===== src/rtl/owire_pkg.sv =====
package owire_pkg;

  typedef enum logic [2:0] {
    ST_IDLE,    // line high, waiting for a slot start
    ST_SLOT,    // slot open, counting towards the sample point
    ST_LOW0,    // zero sampled, waiting for host release
    ST_LONG,    // low beyond write-0 limit, counting to reset
    ST_RSTW,    // reset seen, waiting for the line to rise
    ST_PDH,     // gap before presence
    ST_PDL,     // driving presence
    ST_WAITHI   // waiting for the line to return high
  } owire_state_e;

  // Index of each timing limit
  localparam int unsigned LIM_HOLD = 0;
  localparam int unsigned LIM_SAMP = 1;
  localparam int unsigned LIM_W0MAX = 2;
  localparam int unsigned LIM_RST = 3;
  localparam int unsigned LIM_PDH = 4;
  localparam int unsigned LIM_PDL = 5;
  localparam int unsigned LIM_N = 6;

  // Limits in microseconds, indexed as above
  localparam int unsigned STD_US [LIM_N] = '{30, 37, 120, 480, 37, 150};
  localparam int unsigned OVD_US [LIM_N] = '{3, 4, 16, 48, 4, 16};

endpackage


===== src/rtl/owire_sync.sv =====
module owire_sync #(
  parameter int unsigned STAGES = 2
) (
  input  logic clk,
  input  logic rst_n,
  input  logic d,
  output logic q
);
  logic [STAGES-1:0] chain;

  always_ff @(posedge clk or negedge rst_n) begin
    if (!rst_n) chain <= '1;
    else        chain <= {chain[STAGES-2:0], d};
  end

  assign q = chain[STAGES-1];
endmodule


===== src/rtl/owire_timing.sv =====
module owire_timing
  import owire_pkg::*;
#(
  parameter int unsigned CLKS_PER_US = 50,
  parameter int unsigned CNT_W = 16
) (
  input  logic                             overdrive,
  output logic [LIM_N-1:0][CNT_W-1:0]      lims
);
  for (genvar i = 0; i < LIM_N; i++) begin : g_lim
    localparam logic [CNT_W-1:0] STD_C = CNT_W'(STD_US[i] * CLKS_PER_US);
    localparam logic [CNT_W-1:0] OVD_C = CNT_W'(OVD_US[i] * CLKS_PER_US);
    assign lims[i] = overdrive ? OVD_C : STD_C;
  end
endmodule


===== src/rtl/owire_slot_fsm.sv =====
module owire_slot_fsm
  import owire_pkg::*;
#(
  parameter int unsigned CNT_W = 16
) (
  input  logic                        clk,
  input  logic                        rst_n,
  input  logic                        dq_s,
  input  logic                        tx_bit,
  input  logic [LIM_N-1:0][CNT_W-1:0] lims,
  output logic                        pull_low,
  output logic                        rx_valid,
  output logic                        rx_bit,
  output logic                        reset_detected,
  output logic                        tx_req
);
  owire_state_e     state;
  logic [CNT_W-1:0] cnt;
  logic [CNT_W-1:0] rst_edge;

  assign tx_req   = (state == ST_IDLE) && !dq_s;
  assign rst_edge = lims[LIM_RST] - CNT_W'(1);

  always_ff @(posedge clk or negedge rst_n) begin
    if (!rst_n) begin
      state          <= ST_WAITHI;
      cnt            <= '0;
      pull_low       <= 1'b0;
      rx_valid       <= 1'b0;
      rx_bit         <= 1'b0;
      reset_detected <= 1'b0;
    end else begin
      rx_valid       <= 1'b0;
      reset_detected <= 1'b0;
      unique case (state)
        ST_IDLE: if (!dq_s) begin
          state    <= ST_SLOT;
          cnt      <= CNT_W'(1);
          pull_low <= !tx_bit;
        end
        ST_SLOT: begin
          cnt <= cnt + CNT_W'(1);
          if (cnt >= lims[LIM_HOLD]) pull_low <= 1'b0;
          if (cnt >= lims[LIM_SAMP]) begin
            if (dq_s) begin
              rx_valid <= 1'b1;
              rx_bit   <= 1'b1;
              state    <= ST_WAITHI;
            end else begin
              state <= ST_LOW0;
            end
          end
        end
        ST_LOW0: begin
          cnt <= cnt + CNT_W'(1);
          if (dq_s) begin
            rx_valid <= 1'b1;
            rx_bit   <= 1'b0;
            state    <= ST_IDLE;
          end else if (cnt >= lims[LIM_W0MAX]) begin
            state <= ST_LONG;
          end
        end
        ST_LONG: begin
          if (dq_s) state <= ST_IDLE;
          else if (cnt >= rst_edge) begin
            reset_detected <= 1'b1;
            state          <= ST_RSTW;
          end else cnt <= cnt + CNT_W'(1);
        end
        ST_RSTW: if (dq_s) begin
          state <= ST_PDH;
          cnt   <= CNT_W'(1);
        end
        ST_PDH: begin
          if (cnt >= lims[LIM_PDH]) begin
            pull_low <= 1'b1;
            state    <= ST_PDL;
            cnt      <= CNT_W'(1);
          end else cnt <= cnt + CNT_W'(1);
        end
        ST_PDL: begin
          if (cnt >= lims[LIM_PDL]) begin
            pull_low <= 1'b0;
            state    <= ST_WAITHI;
          end else cnt <= cnt + CNT_W'(1);
        end
        ST_WAITHI: if (dq_s) state <= ST_IDLE;
        default: state <= ST_WAITHI;
      endcase
    end
  end


  rx_single_chk: assert property (@(posedge clk) disable iff (!rst_n)
    rx_valid |=> !rx_valid);

  rx_rst_excl_chk: assert property (@(posedge clk) disable iff (!rst_n)
    !(rx_valid && reset_detected));

  rst_single_chk: assert property (@(posedge clk) disable iff (!rst_n)
    reset_detected |=> !reset_detected);

  txreq_single_chk: assert property (@(posedge clk) disable iff (!rst_n)
    tx_req |=> !tx_req);

  drive_window_chk: assert property (@(posedge clk) disable iff (!rst_n)
    pull_low |-> (state == ST_SLOT || state == ST_PDL));

  read0_origin_chk: assert property (@(posedge clk) disable iff (!rst_n)
    ($rose(pull_low) && state == ST_SLOT) |-> $past(tx_req && !tx_bit));

  presence_origin_chk: assert property (@(posedge clk) disable iff (!rst_n)
    ($rose(pull_low) && state == ST_PDL) |-> $past(state) == ST_PDH);
endmodule


===== src/rtl/owire_slave_phy.sv =====
module owire_slave_phy
  import owire_pkg::*;
#(
  parameter int unsigned CLKS_PER_US = 50
) (
  input  logic clk,
  input  logic rst_n,
  input  logic overdrive,
  input  logic dq_in,
  output logic pull_low,
  output logic rx_valid,
  output logic rx_bit,
  input  logic tx_bit,
  output logic tx_req,
  output logic reset_detected
);
  localparam int unsigned CNT_W = $clog2(STD_US[LIM_RST] * CLKS_PER_US + 1) + 1;

  logic                        dq_s;
  logic [LIM_N-1:0][CNT_W-1:0] lims;

  owire_sync #(.STAGES(2)) i_sync (
    .clk  (clk),
    .rst_n(rst_n),
    .d    (dq_in),
    .q    (dq_s)
  );

  owire_timing #(.CLKS_PER_US(CLKS_PER_US), .CNT_W(CNT_W)) i_timing (
    .overdrive(overdrive),
    .lims     (lims)
  );

  owire_slot_fsm #(.CNT_W(CNT_W)) i_fsm (
    .clk           (clk),
    .rst_n         (rst_n),
    .dq_s          (dq_s),
    .tx_bit        (tx_bit),
    .lims          (lims),
    .pull_low      (pull_low),
    .rx_valid      (rx_valid),
    .rx_bit        (rx_bit),
    .reset_detected(reset_detected),
    .tx_req        (tx_req)
  );
endmodule


===== config.mk =====
export PLATFORM = sky130hd
export DESIGN_NAME = owire_slave_phy
export DESIGN_NICKNAME = d
export VERILOG_FILES = /design/src/rtl/owire_pkg.sv /design/src/rtl/owire_sync.sv /design/src/rtl/owire_timing.sv /design/src/rtl/owire_slot_fsm.sv /design/src/rtl/owire_slave_phy.sv
export SDC_FILE = /design/constraint.sdc
export NUM_CORES = 1
export LEC_CHECK = 0
export ABC_CLOCK_PERIOD_IN_PS = 2400
export BUFFER_PORTS_ARGS = -buffer_cell sky130_fd_sc_hd__buf_2
export CORE_MARGIN = 4
export CORE_UTILIZATION = 25
export DETAILED_ROUTE_END_ITERATION = 7
export PLACE_DENSITY = 0.43
export REMOVE_ABC_BUFFERS = 1
export SLEW_MARGIN = 20
export SYNTH_ARGS = -nofsm -noshare
export SYNTH_HDL_FRONTEND = slang
export SYNTH_SLANG_ARGS = --single-unit

===== constraint.sdc =====
create_clock -name clk -period 2.4 [get_ports clk]
set_input_delay 0 -clock clk [delete_from_list [all_inputs] [get_ports clk]]
set_output_delay 0 -clock clk [all_outputs]
set_load 0.01 [all_outputs]

# Yosys cells after proc, flatten, opt, wreduce, memory -nomap -nowiden
# Cells that the tools add are included.
dict set report totals {
  ff_bits 25
  output_inout_bits 5
}
dict set report classes {
  eq_ne 21
  n_lt_le_gt_ge 5
  reduce_logical 12
  addsub 2
  mux 39
}
# operator n
set ops {}
lappend ops {{$mux W16} 6}
lappend ops {{$pmux W16 S6} 1}
lappend ops {{$mux W3} 11}
lappend ops {{$ge A16 B11 Y1} 2}
lappend ops {{$ge A16 B13 Y1} 2}
lappend ops {{$mux W13} 2}
lappend ops {{$pmux W3 S8} 1}
lappend ops {{$mux W11} 2}
lappend ops {{$add A16 B1 Y16 const B} 1}
lappend ops {{$ge A16 B16 Y1} 1}
lappend ops {{$ne A2 B2 Y1 const B} 8}
lappend ops {{$sub A15 B1 Y16 const B} 1}
lappend ops {{$mux W15} 1}
lappend ops {{$eq A3 B3 Y1 const B} 4}
lappend ops {{$mux W1} 12}
lappend ops {{$ne A2 B1 Y1 const B} 4}
lappend ops {{$reduce_and A8 Y1} 1}
lappend ops {{$eq A3 B2 Y1 const B} 2}
lappend ops {{$ne A3 B2 Y1 const B} 2}
lappend ops {{$reduce_and A6 Y1} 1}
lappend ops {{$reduce_bool A6 Y1} 1}
lappend ops {{$reduce_and A5 Y1} 1}
lappend ops {{$pmux W1 S2} 2}
lappend ops {{$pmux W1 S4} 1}
lappend ops {{other kinds (8)} 9}

# Logic depth before layout (Yosys ltp)
dict set report logic_depth {
  word_depth 6
  depth_mapped 10
  ltp_nobuf 8
}

# Cells and area by module
# A second synthesis with hierarchy kept.
dict set report unflattened {
  cells_unflattened 601
  hier_area_um2 4674.5
}
# mod cells_per_inst area_per_inst_um2 n_inst seq_area_each_um2
set by_module_without_submodules {}
lappend by_module_without_submodules {owire_slot_fsm 501 3897.5 1 579.3}
lappend by_module_without_submodules {owire_timing 98 724.4 1 0.0}
lappend by_module_without_submodules {owire_sync 2 52.6 1 52.6}

# Least setup slack after synthesis
# Ideal clock, no wire load.
dict set report synth_path {
  kind {register to register}
  from {register i_fsm.cnt[6]}
  to {register i_fsm.cnt[3]}
  arrival_time_ns 2.261
  stages_incl_launch_ff 10
  path_buffers 2
  period_less_slack_ns 2.387
  setup_ns 0.126
  slack_ns 0.013
  t_required_ns 2.274
  path_cell_list {dfrtp_1 > ha_1 > a211oi_1 > o21ai_0 > a211oi_2 > nand2b_1 > buf_4 > and2_1 > buf_6 > a221o_1}
}
dict set report synth_via {
  elab_chain_cells 3
  elab_cells_between_ends 8
  classes_between {3 x order compare; 2 x eq/ne; 2 x mux; 1 x reduce/logical}
}
# item line
set synth_lines {}
lappend synth_lines {{start, declared} owire_slot_fsm.sv:18} ;# logic [CNT_W-1:0] cnt;
lappend synth_lines {{start signal, assigned} owire_slot_fsm.sv:42} ;# cnt <= cnt + CNT_W'(1);
lappend synth_lines {{start signal, assigned} owire_slot_fsm.sv:55} ;# cnt <= cnt + CNT_W'(1);
lappend synth_lines {{start signal, assigned} owire_slot_fsm.sv:69} ;# end else cnt <= cnt + CNT_W'(1);
lappend synth_lines {{$ge A16 B11 Y1, or another cell as far along} owire_slot_fsm.sv:76} ;# if (cnt >= lims[LIM_PDH]) begin
lappend synth_lines {{$mux W16 or $ne A2 B2 Y1 (tied branches)} -}
lappend synth_lines {{$pmux W16 S6 or $reduce_and A6 Y1 (tied branches)} -}
# Parallel ways exist; a longest one is shown, timed or not.
# A chain may end at the register's enable or synchronous reset.

# Worst setup path after layout
dict set report layout_path {
  from {register i_fsm.cnt[10]}
  to {register i_fsm.cnt[2]}
}
# Same word-level chain as after synthesis.

==> results.txt <==
Die Area -> 10500 sq um
Cell with the most instances after synthesis -> nor2_1
Ports -> 10
CTS buffer count -> 3
Later-pin clock latency in the skew report -> 0.28 ns
TritonCTS Sinks -> 25
Most used DFF post-synth -> dfrtp_1
Yosys cell types -> 63
Crit path DAT -> 2.49 ns
RSZ-0062 raised after global routing -> true
Psw -> 0.00104 W
Post-route cell area -> 2890 sq um
Post-DP HPWL -> 4880 microns
Maxcap violations -> 0
Max frequency -> 0.428 GHz
Sequential power share -> 0.252
Drt drc -> 0
Post-synth top area cell -> dfrtp_1
CP endpoint kind -> flip-flop
Peak VDD IR -> 254 uV
WP data required -> 2.55 ns
Synthesis-to-layout area growth -> 29.0%
Fraction of registers with async set/reset -> 1.00
Final number of setup-violating endpoints -> 0
Final hold violation count -> 0
Fillcell total -> 887
Int Pwr -> 0.00144 W
Tcrit/Tclk final -> 0.975
RR Startpoint -> i_fsm.cnt[10]$_DFFE_PN0P_
Clock Power Share -> 0.106
Area post-placement -> 2660 sq um
Switching share of power -> 0.419
Die Y -> 103 microns
Via Count -> 2069
Critical Path Start -> i_fsm.cnt[10]$_DFFE_PN0P_
Slew Limit Fails -> 0
Synth top area share -> 0.224
DR iter-0 viols -> 65
Number of synthesized flops with an enable pin -> 0
Total Power -> 0.00248 W
Vias/cell -> 5.03
Yosys reg bits -> 25
Gpl congestion -> 0.815
Final min period -> 2.34 ns
Hold Crit Class -> input port to flip-flop
Crit path kind -> flip-flop to flip-flop
CP Max Fanout -> 4
CTS tree -> yes
Slew @ Worst Pin -> 0.586 ns
Clk buf depth -> 2
Register area -> 633 sq um
Initial core utilization -> 0.257
CP max-delay cell -> dfrtp_1
PD cells -> 857 nW/um^2
Root Buffer -> clkbuf_8
Post-layout nets -> 330
Ratio of cells with drive above 1 in the final layout -> 0.323
Num rows -> 34
CP Cell Sequence -> ha_1 -> a211oi_2 -> nor2_1 -> a41oi_2 -> a41oi_4 -> buf_4 -> and3_1 -> a311o_2
Setup TNS -> 0 ns
DR WL/cell -> 15.5 microns
Routed wire length -> 6380 microns
Area contributors post-synth -> dfrtp_1 (22%), ha_1 (12%), dfstp_2 (5.9%)
Crit path largest cell delay -> 0.42 ns
Yosys warns -> 0
Post-route ant nets -> 0
Clock Pin Slew Worst Setup and Hold Paths -> 0.10 ns
H-Tree Depth -> 1
Largest net degree at the start of global routing -> 26
Final core occ -> 0.331
Post-synth design cell area -> 2240 sq um
Critical path launch point type -> flip-flop
Post-synthesis average cell area -> 8.85 sq um
Global-route wire length before repair -> 10500 microns
Gate power share -> 0.642
Commonest cells post-synth -> nor2_1 (23), ha_1 (21), dfrtp_1 (20)
GRT Util Overall -> 0.126
Die width -> 103 microns
Gr ovfl total -> 0
Clock skew -> 0.0157 ns
Mapped Cells -> 253
PortBufs -> 9
DRT Pass-1 Iters -> 4
HP Start -> tx_bit
N_diodes -> 0
Core footprint -> 8720 sq um
Area of the multi-input gates -> 1530 sq um
Status -> complete, no violations
Seq/Total Area, Yosys -> 0.282
Antenna violations before repair -> 0
Vias in the first global route -> 2074
Relative slew slack -> 0.609
Leakage -> 1.31 nW
## state kept, by name, summed over array words and instances (netlist names)
| name | flops |
|---|---|
| i_fsm.reset_detected | 1 |
| i_sync.chain | 2 |
| i_fsm.cnt | 16 |
| i_fsm.rx_valid | 1 |
| i_fsm.rx_bit | 1 |
| i_fsm.state | 3 |
| i_fsm.pull_low | 1 |
## repair_timing
item | in CTS | in global routing
gates cloned | 0 | 1
hold endpoints to repair | 21 | 0
hold buffers | 2 | 0
gates resized for setup | 4 | 16
endpoints found under the setup margin | 10 | 11
setup buffers | 2 | 5
pin swaps | 2 | 12
## power by group through the flow
stage | clock [W] | combinational [W] | sequential (W)
2_1_floorplan | 0 | 0.000748 | 0.000687
3_3_place_gp | 0 | 0.00141 | 0.000634
3_5_place_dp | 0 | 0.00141 | 0.000633
4_1_cts | 0.000277 | 0.00146 | 0.000620
5_1_grt | 0.000292 | 0.00174 | 0.000638
6_report | 0.000263 | 0.00159 | 0.000623
## per-stage QoR
step	hold slack [ns]	cells	setup slack (ns)
4_1_cts	0.182	406	0.00950
5_1_grt	0.179	411	-0.0289
2_1_floorplan	-0.296	238	0.0316
3_3_place_gp	0.0366	398	-0.0709
6_report	0.190	411	0.0611
3_5_place_dp	0.0442	398	-0.0991
## routing by layer
layer / GRT usage / share of wire
met2: 0.205 / 0.47
met1: 0.180 / 0.51
met4: 0.0333 / 0.010
met5: 0 / 0
met3: 0.0101 / 0.0099
## path summary, 6_finish.rpt
path / end / slack [ns] / cells after the start
setup / recovery: i_fsm.cnt[2]$_DFFE_PN0P_ / 0.06 / 8
hold / removal: i_fsm.pull_low$_DFFE_PN0P_ / 0.19 / 3
setup reg to reg: i_fsm.cnt[2]$_DFFE_PN0P_ / 0.06 / 8
hold reg to reg: i_sync.chain[1]$_DFF_PN1_ / 0.36 / 0
max in group asynchronous: i_fsm.cnt[5]$_DFFE_PN0P_ / 1.72 / 2
min in group asynchronous: i_fsm.rx_bit$_DFFE_PN0P_ / 0.24 / 2
## cells by family (layout without fill, tap and decap cells)
family	count (synthesis)	count (layout)	share of synthesized area
buf+inv	30	80	0.0710
mux	2	2	0.00950
fa+ha+maj	21	21	0.117
compound gates	74	74	0.277
flops	25	25	0.282
simple gates	101	101	0.243
## area by class of cell
class                      count  area share
timing repair buffer          61       0.170
inverter                      15      0.0195
tap                          108      0.0468
clock inverter                 1     0.00173
multi-input combinational    198       0.529
sequential                    25       0.219
clock buffer                   3      0.0143
## cell usage in the layout, fill, tap and decap left out, drive strengths merged, types with 3 or more instances in the layout
cell type / n
and3: 9
o21ai: 12
nor2b: 3
dfrtp: 20
a211oi: 4
clkbuf: 4
a32o: 3
a22o: 6
a221o: 5
or3: 3
dfstp: 5
o41ai: 3
or2: 3
nand2b: 6
nor3b: 4
nor3: 9
nand2: 19
nor4: 5
inv: 15
a21oi: 10
o211ai: 4
buf: 58
o21a: 3
and2: 3
nor2: 23
nand4: 3
ha: 21
nand3: 6
## worst max-delay path, delay by kind of cell, from the launching register on
kind	cells	cell delay, ns
compound gates	4	1.01
fa+ha+maj	1	0.34
buf+inv	1	0.19
flops	1	0.42
simple gates	2	0.25
(Power assumes the default switching activity.)
